## src/rtl/pin_irq_pkg.sv

```systemverilog
package pin_irq_pkg;
  localparam int unsigned ADDR_W = 2;

  localparam logic [ADDR_W-1:0] A_CTRL = 2'd0;
  localparam logic [ADDR_W-1:0] A_EN   = 2'd1;
  localparam logic [ADDR_W-1:0] A_POL  = 2'd2;

  localparam int unsigned B_MODE = 0;
  localparam int unsigned B_IE   = 1;
  localparam int unsigned B_ACK  = 2;
  localparam int unsigned B_FLAG = 3;
endpackage

```

## src/rtl/pin_irq_rst_sync.sv

```systemverilog
module pin_irq_rst_sync #(
  parameter int unsigned STAGES = 2
) (
  input  logic clk,
  input  logic rst_n,
  output logic rst_sn
);
  logic [STAGES-1:0] chain_q;
  logic [STAGES-1:0] chain_d;

  always_comb begin
    chain_d = {chain_q[STAGES-2:0], 1'b1};
  end

  always_ff @(posedge clk or negedge rst_n) begin
    if (!rst_n) chain_q <= '0;
    else        chain_q <= chain_d;
  end

  assign rst_sn = chain_q[STAGES-1];
endmodule

```

## src/rtl/pin_irq_sync.sv

```systemverilog
module pin_irq_sync #(
  parameter int unsigned W      = 8,
  parameter int unsigned STAGES = 2
) (
  input  logic         clk,
  input  logic         rst_n,
  input  logic [W-1:0] d_i,
  output logic [W-1:0] q_o
);
  logic [W-1:0] stage_q [STAGES];

  always_ff @(posedge clk or negedge rst_n) begin
    if (!rst_n) stage_q[0] <= '0;
    else        stage_q[0] <= d_i;
  end

  for (genvar s = 1; s < STAGES; s++) begin : g_stage
    always_ff @(posedge clk or negedge rst_n) begin
      if (!rst_n) stage_q[s] <= '0;
      else        stage_q[s] <= stage_q[s-1];
    end
  end

  assign q_o = stage_q[STAGES-1];
endmodule

```

## src/rtl/pin_irq_detect.sv

```systemverilog
module pin_irq_detect #(
  parameter int unsigned W = 8
) (
  input  logic         clk,
  input  logic         rst_n,
  input  logic [W-1:0] pin_s,
  input  logic [W-1:0] pol,
  input  logic [W-1:0] en,
  input  logic         mode,
  input  logic         cfg_wr,
  output logic         set_evt
);
  logic [W-1:0] act;
  logic [W-1:0] act_q;
  logic         refresh_q;
  logic [W-1:0] edge_v;
  logic [W-1:0] lvl_v;
  logic         edge_any;
  logic         lvl_any;

  always_comb begin
    act      = ~(pin_s ^ pol);
    edge_v   = act & ~act_q & en;
    lvl_v    = act & en;
    edge_any = (|edge_v) & ~refresh_q;
    lvl_any  = mode & (|lvl_v);
    set_evt  = edge_any | lvl_any;
  end

  always_ff @(posedge clk or negedge rst_n) begin
    if (!rst_n) begin
      act_q     <= '0;
      refresh_q <= 1'b0;
    end else begin
      act_q     <= act;
      refresh_q <= cfg_wr;
    end
  end
endmodule

```

## src/rtl/pin_irq_ctrl.sv

```systemverilog
module pin_irq_ctrl
  import pin_irq_pkg::*;
#(
  parameter int unsigned W          = 8,
  parameter int unsigned SYNC_STAGES = 2
) (
  input  logic              clk,
  input  logic              rst_n,
  input  logic [W-1:0]      pin_i,
  input  logic              wr_en,
  input  logic [ADDR_W-1:0] addr,
  input  logic [W-1:0]      wdata,
  output logic [W-1:0]      rdata,
  output logic              irq_o
);
  logic         rst_sn;
  logic [W-1:0] pin_s;
  logic         set_evt;

  logic         flag_q, flag_d;
  logic         ie_q,   ie_d;
  logic         mode_q, mode_d;
  logic [W-1:0] en_q,   en_d;
  logic [W-1:0] pol_q,  pol_d;

  logic         wr_ctrl, wr_en_reg, wr_pol, ack, cfg_wr;

  pin_irq_rst_sync #(.STAGES(2)) u_rst (
    .clk(clk), .rst_n(rst_n), .rst_sn(rst_sn)
  );

  pin_irq_sync #(.W(W), .STAGES(SYNC_STAGES)) u_sync (
    .clk(clk), .rst_n(rst_sn), .d_i(pin_i), .q_o(pin_s)
  );

  pin_irq_detect #(.W(W)) u_det (
    .clk(clk), .rst_n(rst_sn), .pin_s(pin_s), .pol(pol_q), .en(en_q),
    .mode(mode_q), .cfg_wr(cfg_wr), .set_evt(set_evt)
  );

  always_comb begin
    wr_ctrl   = wr_en && (addr == A_CTRL);
    wr_en_reg = wr_en && (addr == A_EN);
    wr_pol    = wr_en && (addr == A_POL);
    ack       = wr_ctrl && wdata[B_ACK];
    cfg_wr    = wr_en_reg || wr_pol;

    ie_d   = wr_ctrl   ? wdata[B_IE]   : ie_q;
    mode_d = wr_ctrl   ? wdata[B_MODE] : mode_q;
    en_d   = wr_en_reg ? wdata         : en_q;
    pol_d  = wr_pol    ? wdata         : pol_q;
    flag_d = set_evt | (flag_q & ~ack);
  end

  always_ff @(posedge clk or negedge rst_sn) begin
    if (!rst_sn) begin
      flag_q <= 1'b0;
      ie_q   <= 1'b0;
      mode_q <= 1'b0;
      en_q   <= '0;
      pol_q  <= '0;
    end else begin
      flag_q <= flag_d;
      ie_q   <= ie_d;
      mode_q <= mode_d;
      en_q   <= en_d;
      pol_q  <= pol_d;
    end
  end

  always_comb begin
    rdata = '0;
    unique case (addr)
      A_CTRL: begin
        rdata[B_FLAG] = flag_q;
        rdata[B_IE]   = ie_q;
        rdata[B_MODE] = mode_q;
      end
      A_EN:    rdata = en_q;
      A_POL:   rdata = pol_q;
      default: rdata = '0;
    endcase
  end

  assign irq_o = flag_q & ie_q;
endmodule

```

## config.mk

```make
export PLATFORM = sky130hd
export DESIGN_NAME = pin_irq_ctrl
export DESIGN_NICKNAME = d
export VERILOG_FILES = /design/src/rtl/pin_irq_pkg.sv /design/src/rtl/pin_irq_rst_sync.sv /design/src/rtl/pin_irq_sync.sv /design/src/rtl/pin_irq_detect.sv /design/src/rtl/pin_irq_ctrl.sv
export SDC_FILE = /design/constraint.sdc
export NUM_CORES = 1
export LEC_CHECK = 0
export ABC_CLOCK_PERIOD_IN_PS = 5800
export BUFFER_PORTS_ARGS = -buffer_cell sky130_fd_sc_hd__buf_2
export CAP_MARGIN = 10
export CELL_PAD_IN_SITES_DETAIL_PLACEMENT = 1
export CELL_PAD_IN_SITES_GLOBAL_PLACEMENT = 1
export CORE_MARGIN = 2
export CORE_UTILIZATION = 48
export DETAILED_ROUTE_END_ITERATION = 10
export GPL_TIMING_DRIVEN = 0
export PLACE_DENSITY_LB_ADDON = 0.1
export SLEW_MARGIN = 10
export SYNTH_ARGS = -nofsm -noshare
export SYNTH_HDL_FRONTEND = slang
export SYNTH_SLANG_ARGS = --single-unit
```

## constraint.sdc

```tcl
create_clock -name clk -period 5.8 [get_ports clk]
set_clock_uncertainty 0.1 [all_clocks]
set_input_delay 1.74 -clock clk [delete_from_list [all_inputs] [get_ports clk]]
set_output_delay 1.74 -clock clk [all_outputs]
set_load 0.02 [all_outputs]
```

==> Yosys cells after proc, flatten, opt, wreduce, memory -nomap -nowiden <==
Cells that the tools add are included.
{ "op_classes": {"eq_ne": 2, "mux": 4, "bitwise_logic": 14, "n_reduce_logical": 8} }
{ "op_table": {"columns": ["op", "count"], "rows": [
  ["AND 8 bit", 3],
  ["inverter 8 bit", 2],
  ["OR reduction 8 bit", 2],
  ["one-hot mux 4 bit (2 select lines)", 1],
  ["XOR 8 bit", 1],
  ["one-hot mux 2 bit (3 select lines)", 1],
  ["AND 1 bit", 4],
  ["logical AND 1 bit", 4],
  ["one-hot mux 1 bit (3 select lines)", 1],
  ["== test 2 x 1 -> 1 bit (second input constant)", 1],
  ["== test 2 bit (second input constant)", 1],
  ["logical NOT 2 bit", 1],
  ["inverter 1 bit", 2],
  ["bitwise OR 1 bit", 2],
  ["one-hot mux 1 bit (2 select lines)", 1],
  ["logical OR 1 bit", 1]
]} }
{ "totals": {"reg_bits": 46, "input_bits": 21, "output_inout_bits": 9, "elab_cells": 38} }

==> Depth between registers and ports, before layout <==
{ "depth": {"depth_word": 8, "ltp_mapped": 5, "mapped_depth_nobuf": 5} }

==> By module <==
A second synthesis with hierarchy kept.
{ "unflattened": {"cells_unflattened": 129, "hier_area_um2": 1793.0} }
{ "by_module_without_submodules": {"columns": ["mod", "n_inst", "cells_per_inst", "area_per_inst_um2", "seq_area_each_um2"], "rows": [
  ["pin_irq_ctrl", 1, 68, 899.6, 475.5],
  ["pin_irq_sync", 1, 24, 460.4, 400.4],
  ["pin_irq_detect", 1, 34, 379.1, 225.2],
  ["pin_irq_rst_sync", 1, 3, 53.8, 50.0]
]} }

==> Worst setup path after synthesis <==
No wires, ideal clock.
{ "synth_path": {"kind": "in2out", "start": "input addr[0]", "end": "output rdata[1]", "arrival_time_ns": 2.579, "required_ns": 3.960, "setup_slack_ns": 1.381, "cell_stages": 5, "path_buffers": 1, "cell_sequence": "inv_1 > ha_1 > buf_2 > a222oi_1 > nor2_1"} }
{ "synth_between": {"elab_chain_cells": 2, "elab_cells_between_ends": 4, "cone_classes": "eq/ne: 2; mux: 1; reduce/logical: 1"} }
{ "synth_rtl": {"columns": ["element", "line_no", "source"], "rows": [
  ["from (decl)", "pin_irq_ctrl.sv:11", "input logic [ADDR_W-1:0] addr,"],
  ["== test 2 bit (tied with other cells)", "pin_irq_ctrl.sv:73", "unique case (addr)"],
  ["one-hot mux 2 bit (3 select lines) *", "pin_irq_ctrl.sv:73", null],
  ["to (decl)", "pin_irq_ctrl.sv:13", "output logic [W-1:0] rdata,"]
]} }
Mark *: on every way between the ends. The rest lies on a longest branch, timed or not.

==> Worst setup path after layout <==
{ "layout_path": {"start": "input addr[0]", "end": "output rdata[3]"} }
{ "layout_between": {"elab_chain_cells": 2, "elab_cells_between_ends": 4, "cone_classes": "eq/ne: 2; mux: 1; reduce/logical: 1"} }
{ "layout_rtl": {"columns": ["element", "line_no"], "rows": [
  ["== test 2 bit (tied with other cells)", "pin_irq_ctrl.sv:73"],
  ["one-hot mux 1 bit (3 select lines) *", "pin_irq_ctrl.sv:73"]
]} }
Marks and branches as above.

==> impl_results.md <==
- Seq/Total Area, Yosys: 66.0%
- Share of cells above drive strength 1: about two fifths
- FP Rows: 21
- Metal2 WL: between 1.5 and 2 mm
- Reg2Reg Capture Point: flag_q$_DFF_PN0_
- Die W: 64.3 um
- Final-stage net count: roughly 180
- DR WL met3: ~160 um
- Mapped Avg Cell Area: between 10 and 15 sq um
- Grt ovf: 0
- Final TNS setup: 0 ns
- P_leak: ~0.96 nW
- Total Routing Usage GR: approximately a fifth
- Netlist Area Pre-Place: about 1700 sq um
- Crit-path cells: buf_2 -> inv_1 -> ha_1 -> buf_2 -> a222oi_1 -> nor2_1 -> buf_2
- Tmin final: between 4 and 5 ns
- Yosys reg bits: 46
- Initial antenna violation count: 0
- Critical path buffers and inverters: 4
- ANT cells: 0
- Post-synth net total: approximately 150
- # Max-Cap Violations: 0
- Clock sink count: between 40 and 50
- CP endpoint kind: output pin
- Antenna Violating Nets Remaining: 0
- Die Height: 64.3 um
- Die area: 4130 sq um
- DR WL/cell: about 18 um
- Status: finished clean
- Hold Fails Final Rpt: 0
- IO Port Bufs: 29
- Largest net degree at the start of global routing: 28
- Final Non-Filler Cells: 206
- CP most frequent cell: buf_2
- Routed WL: between 3 and 4 mm
- Worst min path class: reg -> async
- CTS Hold Bufs: 0
- Hpwl dp: roughly 2.6 mm
- Cell variety after synth: 22
- Crit path max fanout: 9
- Area grow syn2layout: 19.2%
- Synth Instances: between 100 and 150
- CP required: slightly below 4 ns
- Insertion delay to the later sink of the worst-skew pair: around 0.36 ns
- Vias: approximately 1100
- Uppermost layer routed: met4
- Placed Cells incl. Taps: about 200
- Synth warn: 0
- PostCTS Resize Cnt: 0
- Iteration count of the initial detailed-routing pass: 4
- Htree depth: 2
- VDD IR max: around 0.18 mV
- Startpoint types: input port
- RSZ-0062 raised after global routing: no
- Placeable Area: about 3400 sq um
- DR iter-0 viols: 31
- Pwr Density: between 300 and 400 nW/um^2
- Slowest cell on the critical path: a222oi_1
- DRC: 0
- Max Slew Vio Count: 0
- Num CTS Buffers: 5
- Clk pin slew, worst setup/hold paths: 0.13 ns
- CP arrival: 2.91 ns
- Worst r2r src: pol_q[2]$_DFFE_PN0P_
- R2R Setup Slk: around 4.4 ns
- Largest stage delay, worst path: ~0.38 ns
- CTS Buffer Depth: 2
- Crit path max-delay family: buffers and inverters
- Global-route wire length before repair: 5.66 mm
- Final Setup Violations: 0
- Placer Congestion: 0.776
- Fmax: 210 MHz
- Fill count: between 300 and 400
- Final worst-path cycle share: ~82%
- Met1 WL: between 1.5 and 2 mm
- Via density: roughly 5.3
- Starting Density: about half
- Vias in the first global route: ~1100
- Setup Fix Bufs, Post-CTS: 0
- Root Buffer: clkbuf_4
- R2R cell count: 5
- TritonCTS clock tree: done
- Crit Path Category: in -> out
- I/O Pins: 30
cell usage after synthesis:
cell type,count,area share (%)
buf_2,2,0.57
conb_1,1,0.22
nand2_2,2,0.72
a222oi_1,3,1.7
nand4_1,1,0.36
o211ai_1,1,0.43
nand3b_1,3,1.3
nand3_1,2,0.57
xnor2_1,8,4.0
o2111ai_1,1,0.50
a22oi_1,6,2.6
nor2_1,3,0.65
and2_1,1,0.36
inv_1,2,0.43
o21ai_1,1,0.29
dfrtp_1,46,66
ha_1,4,2.9
nor2b_1,5,1.8
o22ai_1,2,0.72
nand2_1,9,1.9
mux2_2,18,12
nor3_1,1,0.29
cell usage in the layout, fill, tap and decap left out, types with 2 or more instances in the layout:
cell       count
dfrtp_1       45
buf_2         31
mux2_2        18
nand2_1        9
xnor2_1        8
a22oi_1        6
nor2b_1        5
clkbuf_4       5
ha_1           4
a222oi_1       3
nor2_1         3
nand3b_1       3
inv_1          2
o22ai_1        2
nand3_1        2
nand2_2        2
bufinv_16      2
routing by layer:
layer / global-route usage, % / up-vias
met2: 32.8 / 28
met3: 5.28 / 5
met4: 7.18 / 0
li1: - / 501
met1: 22.9 / 549
met5: 0 / -
logic make-up (layout without fill, tap and decap cells):
group	Yosys count	count (layout)	share of synthesized area [%]
buf+inv	4	42	1.01
xor+xnor	8	8	4.02
mux	18	18	11.6
simple gates	27	27	7.97
other cells	1	1	0.215
compound gates	14	14	6.25
fa+ha+maj	4	4	2.87
flops	46	46	66.0
where the power goes:
group,switching (mW),internal [mW]
registers,0.0314,0.364
clock network,0.100,0.146
logic,0.0598,0.0587
total,0.191,0.569
area by class of cell:
| type | instances | area (sq um) | area share (%) |
|---|---|---|---|
| timing repair buffer | 30 | 165 | 7.95 |
| clock inverter | 2 | 60.1 | 2.89 |
| inverter | 2 | 7.51 | 0.361 |
| clock buffer | 6 | 51.3 | 2.47 |
| sequential | 46 | 1150 | 55.4 |
| multi-input combinational | 72 | 574 | 27.6 |
| buffer | 2 | 10.0 | 0.482 |
| tap | 46 | 57.6 | 2.77 |
flip-flops by register name, indices dropped and copies added, names as in the netlist:
signal           flops
u_rst.chain_q        2
ie_q                 1
en_q                 8
u_det.refresh_q      1
flag_q               1
u_sync.q_o           8
pol_q                8
mode_q               1
u_sync.stage_q       8
u_det.act_q          8
worst max-delay path by stage:
stage / startpoint / end / slack, ns / depth (start not counted)
floorplan: addr[0] / rdata[1] / 1.38 / 5
global placement: addr[0] / rdata[3] / 1.10 / 7
detailed placement: addr[0] / rdata[3] / 1.04 / 7
CTS: addr[0] / rdata[3] / 1.04 / 7
global route: addr[0] / rdata[1] / 0.96 / 7
finish: addr[0] / rdata[3] / 1.05 / 7
through the flow:
step                      setup slack (ns)  utilization (%)  total power [mW]  instance area [sq um]  hold slack, ns
final                                 1.05             60.8             0.760                   2080           0.101
after global routing                 0.957             60.8             0.797                   2080           0.135
after CTS                             1.04             60.8             0.767                   2080           0.116
after detailed placement              1.04             57.6             0.522                   1970           0.106
after global placement                1.10             57.0             0.511                   1950           0.232
after floorplan                       1.38                -             0.476                   1740           0.231
worst register-to-register path, delay by kind of cell (launching register included):
kind / cells / cell delay (ns)
AND/OR/NAND/NOR: 1 / 0.11
AO/OA/AOI/OAI: 3 / 0.46
XOR/XNOR: 1 / 0.19
flip-flops: 1 / 0.44
Note: power is estimated with default switching activity, not from simulation.
